===== src/rtl/mbox_pkg.sv =====
package mbox_pkg;

   typedef enum logic [1:0] {
      MB_ADDR_OUTBOUND = 2'd0,
      MB_ADDR_INBOUND  = 2'd1,
      MB_ADDR_STATUS   = 2'd2,
      MB_ADDR_SPARE    = 2'd3
   } mb_addr_e;

   localparam int MB_STAT_OUT_BIT = 0;
   localparam int MB_STAT_IN_BIT  = 1;

endpackage


===== src/rtl/mbox_strobe_decode.sv =====
module mbox_strobe_decode #(
   parameter int STAGES = 2
) (
   input  logic clk,
   input  logic rst_n,
   input  logic cs_n,
   input  logic rd_n,
   input  logic wr_n,
   output logic rd_act,
   output logic wr_act,
   output logic rd_done,
   output logic wr_done
);

   localparam int NSIG = 3;

   logic [NSIG-1:0] raw;
   logic [NSIG-1:0] syn;
   logic            rd_q;
   logic            wr_q;

   assign raw = {cs_n, rd_n, wr_n};

   generate
      if (STAGES == 0) begin : g_direct
         assign syn = raw;
      end else begin : g_sync
         logic [NSIG-1:0] chain [STAGES];
         always_ff @(posedge clk or negedge rst_n) begin
            if (!rst_n) begin
               for (int i = 0; i < STAGES; i++) chain[i] <= '1;
            end else begin
               chain[0] <= raw;
               for (int i = 1; i < STAGES; i++) chain[i] <= chain[i-1];
            end
         end
         assign syn = chain[STAGES-1];
      end
   endgenerate

   assign rd_act = ~syn[2] & ~syn[1];
   assign wr_act = ~syn[2] & ~syn[0];

   always_ff @(posedge clk or negedge rst_n) begin
      if (!rst_n) begin
         rd_q <= 1'b0;
         wr_q <= 1'b0;
      end else begin
         rd_q <= rd_act;
         wr_q <= wr_act;
      end
   end

   assign rd_done = rd_q & ~rd_act;
   assign wr_done = wr_q & ~wr_act;

endmodule


===== src/rtl/mbox_capture.sv =====
module mbox_capture #(
   parameter int DATA_W = 8,
   parameter int STAGES = 2
) (
   input  logic              clk,
   input  logic              rst_n,
   input  logic [DATA_W-1:0] din,
   input  logic              wr_act,
   input  logic              wr_done,
   output logic [DATA_W-1:0] cells
);

   logic [DATA_W-1:0] din_al;
   logic [DATA_W-1:0] hold;

   generate
      if (STAGES == 0) begin : g_direct
         assign din_al = din;
      end else begin : g_align
         logic [DATA_W-1:0] pipe [STAGES];
         always_ff @(posedge clk or negedge rst_n) begin
            if (!rst_n) begin
               for (int i = 0; i < STAGES; i++) pipe[i] <= '0;
            end else begin
               pipe[0] <= din;
               for (int i = 1; i < STAGES; i++) pipe[i] <= pipe[i-1];
            end
         end
         assign din_al = pipe[STAGES-1];
      end
   endgenerate

   always_ff @(posedge clk or negedge rst_n) begin
      if (!rst_n) begin
         hold  <= '0;
         cells <= '0;
      end else begin
         if (wr_act)  hold  <= din_al;
         if (wr_done) cells <= hold;
      end
   end

endmodule


===== src/rtl/mbox_flag.sv =====
module mbox_flag (
   input  logic clk,
   input  logic rst_n,
   input  logic set,
   input  logic clr,
   output logic q
);

   always_ff @(posedge clk or negedge rst_n) begin
      if (!rst_n)   q <= 1'b0;
      else if (set) q <= 1'b1;
      else if (clr) q <= 1'b0;
   end

endmodule


===== src/rtl/mailbox_port.sv =====
module mailbox_port
   import mbox_pkg::*;
#(
   parameter int DATA_W      = 8,
   parameter int SYNC_STAGES = 2
) (
   input  logic              clk,
   input  logic              rst_n,
   input  logic              m_wr_en,
   input  logic              m_rd_en,
   input  logic [1:0]        m_addr,
   input  logic [DATA_W-1:0] m_wdata,
   output logic [DATA_W-1:0] m_rdata,
   input  logic              slv_cs_n,
   input  logic              slv_rd_n,
   input  logic              slv_wr_n,
   input  logic [DATA_W-1:0] port_din,
   output logic [DATA_W-1:0] port_dout,
   output logic              port_oe
);

   localparam int STAT_BITS = 2;

   initial begin
      assert (DATA_W >= STAT_BITS)
         else $error("mailbox_port: DATA_W must hold the status bits");
      assert (SYNC_STAGES >= 0 && SYNC_STAGES <= 4)
         else $error("mailbox_port: SYNC_STAGES out of range");
   end

   mb_addr_e          addr_e;
   logic [DATA_W-1:0] out_q;
   logic [DATA_W-1:0] in_cells;
   logic              out_full;
   logic              in_full;
   logic              rd_act;
   logic              wr_act;
   logic              rd_done;
   logic              wr_done;
   logic              out_load;
   logic              in_take;

   assign addr_e = mb_addr_e'(m_addr);

   mbox_strobe_decode #(.STAGES(SYNC_STAGES)) strobe_i (
      .clk     (clk),
      .rst_n   (rst_n),
      .cs_n    (slv_cs_n),
      .rd_n    (slv_rd_n),
      .wr_n    (slv_wr_n),
      .rd_act  (rd_act),
      .wr_act  (wr_act),
      .rd_done (rd_done),
      .wr_done (wr_done)
   );

   mbox_capture #(.DATA_W(DATA_W), .STAGES(SYNC_STAGES)) capture_i (
      .clk     (clk),
      .rst_n   (rst_n),
      .din     (port_din),
      .wr_act  (wr_act),
      .wr_done (wr_done),
      .cells   (in_cells)
   );

   assign out_load = m_wr_en && (addr_e == MB_ADDR_OUTBOUND);
   assign in_take  = m_rd_en && (addr_e == MB_ADDR_INBOUND);

   always_ff @(posedge clk or negedge rst_n) begin
      if (!rst_n)        out_q <= '0;
      else if (out_load) out_q <= m_wdata;
   end

   mbox_flag out_flag_i (
      .clk   (clk),
      .rst_n (rst_n),
      .set   (out_load),
      .clr   (rd_done),
      .q     (out_full)
   );

   mbox_flag in_flag_i (
      .clk   (clk),
      .rst_n (rst_n),
      .set   (wr_done),
      .clr   (in_take),
      .q     (in_full)
   );

   // The driver enable comes straight from the pins, with no clock in the path.
   assign port_oe   = ~slv_cs_n & ~slv_rd_n;
   assign port_dout = port_oe ? out_q : '0;

   always_comb begin
      m_rdata = '0;
      unique case (addr_e)
         MB_ADDR_OUTBOUND: m_rdata = out_q;
         MB_ADDR_INBOUND:  m_rdata = in_cells;
         MB_ADDR_STATUS: begin
            m_rdata[MB_STAT_OUT_BIT] = out_full;
            m_rdata[MB_STAT_IN_BIT]  = in_full;
         end
         default:          m_rdata = '0;
      endcase
   end

   logic unused_act;
   assign unused_act = rd_act;

endmodule


===== config.mk =====
export PLATFORM = sky130hd
export DESIGN_NAME = mailbox_port
export DESIGN_NICKNAME = d
export VERILOG_FILES = /design/src/rtl/mbox_pkg.sv /design/src/rtl/mbox_strobe_decode.sv /design/src/rtl/mbox_capture.sv /design/src/rtl/mbox_flag.sv /design/src/rtl/mailbox_port.sv
export SDC_FILE = /design/constraint.sdc
export NUM_CORES = 1
export LEC_CHECK = 0
export ABC_AREA = 1
export BUFFER_PORTS_ARGS = -buffer_cell sky130_fd_sc_hd__buf_4
export CAP_MARGIN = 20
export CORE_AREA = 2 2 58 82
export CTS_BUF_LIST = sky130_fd_sc_hd__clkbuf_8 sky130_fd_sc_hd__clkbuf_16
export CTS_CLUSTER_SIZE = 30
export DETAILED_ROUTE_END_ITERATION = 8
export DIE_AREA = 0 0 60 84
export PLACE_DENSITY = 0.66
export SETUP_SLACK_MARGIN = 0.05
export SLEW_MARGIN = 0
export SYNTH_ARGS = -nofsm -noshare
export SYNTH_HDL_FRONTEND = slang
export SYNTH_SLANG_ARGS = --single-unit
export TNS_END_PERCENT = 1

===== constraint.sdc =====
create_clock -name clk -period 3.3 [get_ports clk]
set_clock_uncertainty 0.1 [all_clocks]
set_input_delay 0.825 -clock clk [delete_from_list [all_inputs] [get_ports clk]]
set_output_delay 0.825 -clock clk [all_outputs]
set_load 0.1 [all_outputs]

==> metrics, run 1 <==
vias per cell=4.54; most frequent cell after synthesis=nand2_1; core area=4390 um2; initial DRC count=73; worst slew pin tran=0.678 ns; GP Congestion=slightly below 0.8; largest net degree at the start of global routing=51; vias in the first global route=1288; crit path max fanout=8; outcome=finished clean; post_cts resized=0; CP Cell Sequence=buf_4, nor2_4, inv_1, nor2_4, buf_4; layout cells sized above 1=30.7%; root buf cell=clkbuf_8; area of the die=5040 um2; Core Util, Final=54.2%; cts hold-fix bufs=0; Endpoint, Worst Hold=strobe_i.syn[0]$_DFF_PN1_; Slowest cell on crit path=buf_4; Synth Cell Area=1860 um2; drt wl/cell=between 10 and 15 um; Clock Latency Late Sink=0.30 ns; Max Cap Violations=0; CTS sink cnt=50; Hold Fails Final Rpt=0; CP Capture Type=output pin; number of synthesized flops with an enable pin=0; Mapped Cells=187; reg2reg end=capture_i.hold[1]$_DFFE_PN0P_; num ports=42; H-tree depth=2; Arr. time, crit path=about 1.8 ns; Nets=approximately 260; critical path's largest stage delay=about 0.30 ns; post-synthesis register bit count=50; number of I/O port buffers=41; Peak VDD IR=0.324 mV; launch point of the worst reg-to-reg path=strobe_i.syn[2]$_DFF_PN1_; Synth top area share=59.2%; Tcrit/Tclk final=between 80% and 90%; n_diodes=0; Hold Crit Depth=0; setup TNS=0 ns; top post-synthesis cells by count=nand2_1 (74), dfrtp_1 (44), nand3_1 (29), inv_1 (11), nor2_1 (10); setup bufs post-CTS=0; Reg2Reg Depth=5; hold_sp=strobe_i.g_sync.chain[3]$_DFF_PN1_; sequential fraction of the synthesis area=67.7%; min cycle time layout=2.72 ns; Mapped Avg Cell Area=about 9.9 um2; final hold slack=0.249 ns; Setup Viol. Count Final=0; initial antenna violation count=0; die height=84 um; vias=between 1000 and 1500; Post-Route WL=2.99 mm; clk buf depth=2; Die Span X=60 um; synth top area cells=dfrtp_1 (59%), nand2_1 (15%), dfstp_2 (8.5%), nand3_1 (7.8%), inv_1 (2.2%); Pre-antenna DRT Iters=4; Worst Hold Class=flip-flop to flip-flop; CTS tree=built; worst reg2reg setup slack=2.08 ns; total CTS buffers=5; static leakage=1.24 nW; Mapped Nets=~210; Synth area leader=dfrtp_1; GR Overflow Total=0; PwrDens=602 nW/um2; Area Growth Syn to Fin=27.9%; Placement Cell Area=around 2300 um2; Initial Utilization=42.4%; Ys Warns=0; Max Slew Vio Count=0; RSZ-0062 raised after global routing=false; DRC viols=0; Yosys cell types=15; Slew headroom=54.8%; cell area after layout=2380 um2; first-pass GRT wire length=5.37 mm; CP Class=input pin to output pin; clock transition at the registers of the reported paths=0.09 ns; total track usage=14.0%; ANT nets after route=0; ys async rst share=100%; fmax=368 MHz; Worst setup SP type=input pin; estimated wirelength of the detail-placed design=between 2 and 2.5 mm; CP required=2.37 ns; Rows=29; Post-synth top flop=dfrtp_1
## metrics by stage
stage,power [mW],worst slack [ns],instances
after floorplan,0.947,0.00921,187
after global placement,1.02,0.582,285
after detailed placement,1.03,0.564,285
after CTS,1.45,0.564,293
after global routing,1.49,0.505,293
final,1.43,0.580,293
## metal layers
metal  routed length, um  vias up  global-route usage, %
met5                   0        -                      0
met4                  59        0                   6.06
met3                 187        5                   3.72
met2                1580       40                   24.8
met1                1150      623                   14.8
li1                    -      663                      -
## state kept, by name, summed over array words and instances, names as in the netlist
signal	flops
strobe_i.g_sync.chain	3
capture_i.hold	8
capture_i.g_align.pipe	8
in_flag_i.q	1
strobe_i.wr_q	1
out_q	8
capture_i.din_al	8
strobe_i.rd_q	1
strobe_i.syn	3
out_flag_i.q	1
capture_i.cells	8
## critical path, delay by kind of cell
kind / cells / cell delay, ns
buf+inv: 3 / 0.70
simple gates: 2 / 0.26
## power by group
group          switching (mW)  internal [mW]
combinational           0.219         0.0779
sequential             0.0360          0.679
clock                   0.193          0.227
total                   0.448          0.984
## how the worst max path moves through the flow
stage / end / startpoint / cells after the start / slack (ns)
3_3_place_gp: port_dout[5] / slv_rd_n / 5 / 0.58
2_1_floorplan: port_dout[0] / slv_rd_n / 3 / 0.009
6_report: port_dout[1] / slv_rd_n / 5 / 0.58
4_1_cts: port_dout[1] / slv_rd_n / 5 / 0.56
5_1_grt: m_rdata[6] / m_addr[0] / 5 / 0.50
3_5_place_dp: port_dout[1] / slv_rd_n / 5 / 0.56
## cell families (layout without fill, tap and decap cells)
| logic type | count (synthesis) | after routing | synth area share [%] |
|---|---|---|---|
| buffers and inverters | 19 | 63 | 5.31 |
| AOI/OAI and AO/OA | 2 | 2 | 0.740 |
| and+or+nand+nor | 116 | 116 | 26.3 |
| DFF | 50 | 50 | 67.7 |
## cells in the final DEF (no fill, tap or decap)
master	count
clkbuf_8	5
inv_6	1
nor2_1	1
nand3_1	29
o21ai_0	1
clkinv_2	1
nand2_1	74
nor2_4	10
dfstp_2	6
inv_2	3
buf_4	41
o21ai_2	1
inv_1	11
dfrtp_1	44
nand2_2	1
bufinv_16	1
nand2_4	1
## cell type report
type	count	area (um2)
inverters	14	52.6
flip-flops and latches	50	1260
clock inverters	3	43.8
clock buffers	5	68.8
repair buffers	41	308
fillers	417	2010
well taps	62	77.6
multi-input cells	118	571
No activity file was read; power rests on OpenSTA's default activity.
==> run 2, diff against run 1 <==
Settings changed: ABC_AREA 1 to 0, CORE_AREA 2 2 58 82 to 2 2 57 80, DIE_AREA 0 0 60 84 to 0 0 59 82, PLACE_DENSITY 0.66 to 0.69.
Clock period 3.3 ns to 2.18 ns, I/O delays scaled along.
==> metrics, run 2 <==
outcome=finished clean; number of I/O port buffers=between 40 and 50; switching share of power=29.4%; top post-synthesis cells by count=dfrtp_1 (44), mux2_2 (24), and2_1 (8), mux2i_1 (8), nor2_1 (8); Synth area leader=dfrtp_1; Arr. time, crit path=1.43 ns; setup bufs post-CTS=0; DP Cell Count=~200; clock transition at the registers of the reported paths=roughly 0.08 ns; Pre-antenna DRT Iters=4; Post-Route WL=2.94 mm; area of the die=approximately 4800 um2; CTS tree=built; H-tree depth=2; Initial Utilization=43.2%; clk buf depth=2; Synth Cell Area=1790 um2; CP Class=input pin to output pin; Mapped Avg Cell Area=16.1 um2; largest net degree at the start of global routing=51; DR WL met2=about 1.6 mm; RSZ-0062 raised after global routing=false; Pint=1.73 mW; num ports=42; Max Cap Violations=0; Yosys cell types=16; Slowest cell on crit path=buf_4; DR top layer=met4; CP Capture Type=output pin; n_diodes=0; GP Congestion=0.696; Psw=0.718 mW; Hold Fails Final Rpt=0; critical path launch point=m_addr[0]; Worst setup SP type=input pin; GR Overflow Total=0; wire length on met3=148 um; most frequent cells in the layout=dfrtp_1 (44), buf_4 (44), mux2_2 (24), mux2i_1 (8), and2_2 (8); cts hold-fix bufs=0; vias=1035; critical path's largest stage delay=0.31 ns; Setup Viol. Count Final=0; post_cts resized=0; initial DRC count=17; fmax=482 MHz; total track usage=14.3%; Tcrit/Tclk final=between 90% and 100%; layout cells sized above 1=63.4%; Worst Hold Class=input pin to async pin; most frequent cell after synthesis=dfrtp_1; DRC viols=0; crit-path most repeated cell=buf_4; launch point of the worst reg-to-reg path=strobe_i.syn[2]$_DFF_PN1_; Clock Latency Late Sink=0.29 ns; Max Slew Vio Count=0; Clock Power Share=31.5%; Nets=around 190; Peak VDD IR=0.520 mV; CTS sink cnt=50; die height=82 um; total CTS buffers=5; worst slew pin tran=0.600 ns; drt wl/cell=14.3 um; number of synthesized flops with an enable pin=0; post-synthesis register bit count=50; CP Cell Sequence=buf_4, nor2b_1, o2bb2ai_2, buf_4; sequential fraction of the synthesis area=a little over two thirds; Slew headroom=60.0%; first-pass GRT wire length=5.00 mm; crit path max fanout=6; Area Growth Syn to Fin=32.3%; Sequential Power Share=45.6%; worst reg2reg setup slack=0.80 ns; post-route insts no fill=206; estimated wirelength of the detail-placed design=2.14 mm; Mapped Cells=111; ANT nets after route=0; Rows=28; Post-synth top flop=dfrtp_1; Mapped Nets=around 140; vias in the first global route=approximately 1100; Ys Warns=0; Core Util, Final=57.2%; CP required=1.53 ns; ys async rst share=100%; synth top area cells=dfrtp_1 (62%), mux2_2 (15%), dfstp_2 (8.8%), mux2i_1 (4.5%), and2_1 (2.8%); vias per cell=5.02; root buf cell=clkbuf_8; initial antenna violation count=0; Die Span X=59 um; core area=slightly above 4000 um2; static leakage=around 1.1 nW; met1 wire length=approximately 1.1 mm; Comb power frac=22.9%; min cycle time layout=2.08 ns; PwrDens=1030 nW/um2; Synth top area share=61.6%
-- run 2: cells by family (layout without fill, tap and decap cells) --
| group | after synthesis | after routing | share of synthesized area (%) |
|---|---|---|---|
| multiplexers | 32 | 32 | 19.6 |
| flip-flops | 50 | 50 | 70.4 |
| buffers and inverters | 3 | 53 | 0.770 |
| AND/OR/NAND/NOR | 20 | 20 | 6.72 |
| AO/OA/AOI/OAI | 6 | 6 | 2.45 |
-- run 2: final cells by class --
class / count / area [um2]
clock buffer: 6 / 82.6
clock inverter: 2 / 60.1
fill: 340 / 1770
inverter: 1 / 3.75
multi-input combinational: 58 / 572
sequential: 50 / 1260
tap: 45 / 56.3
timing repair buffer: 44 / 330
-- run 2: path summary, 6_finish.rpt --
check	to	cells past startpoint
worst max-delay path	m_rdata[1]	4
min in group clk	capture_i.g_align.pipe[14]$_DFF_PN0_	1
worst min register to register	capture_i.din_al[0]$_DFF_PN0_	0
max in group asynchronous	capture_i.hold[2]$_DFFE_PN0P_	1
worst min-delay path	capture_i.g_align.pipe[13]$_DFF_PN0_	1
worst max register to register	capture_i.cells[5]$_DFFE_PN0P_	2
-- run 2: per-stage QoR --
| stage | setup WS, ns | TNS, ns | area [um2] | power (mW) | hold WS, ns |
|---|---|---|---|---|---|
| after floorplan | -0.205 | -2.15 | 1840 | 1.55 | 0.149 |
| after global placement | 0.111 | 0 | 2220 | 1.68 | 0.231 |
| after detailed placement | 0.0991 | 0 | 2220 | 1.70 | 0.235 |
| after CTS | 0.0961 | 0 | 2360 | 2.48 | 0.164 |
| after global routing | 0.0608 | 0 | 2360 | 2.56 | 0.189 |
| final | 0.103 | 0 | 2360 | 2.45 | 0.153 |
-- run 2: metal layers --
layer  up-vias  track usage, %
met3         5            3.94
met2        31            25.4
met5         -               0
met1       526            15.3
li1        473               -
met4         0            6.82
-- run 2: worst max-delay path, delay by kind of cell --
kind	cells	cell delay, ns
buffers and inverters	2	0.44
and+or+nand+nor	1	0.29
AOI/OAI and AO/OA	1	0.15
-- run 2: power by group through the flow --
stage / sequential (mW) / clock [mW] / combinational [mW]
floorplan: 1.11 / 0 / 0.435
global placement: 1.13 / 0 / 0.554
detailed placement: 1.14 / 0 / 0.564
CTS: 1.12 / 0.795 / 0.566
global route: 1.14 / 0.833 / 0.591
finish: 1.12 / 0.770 / 0.559
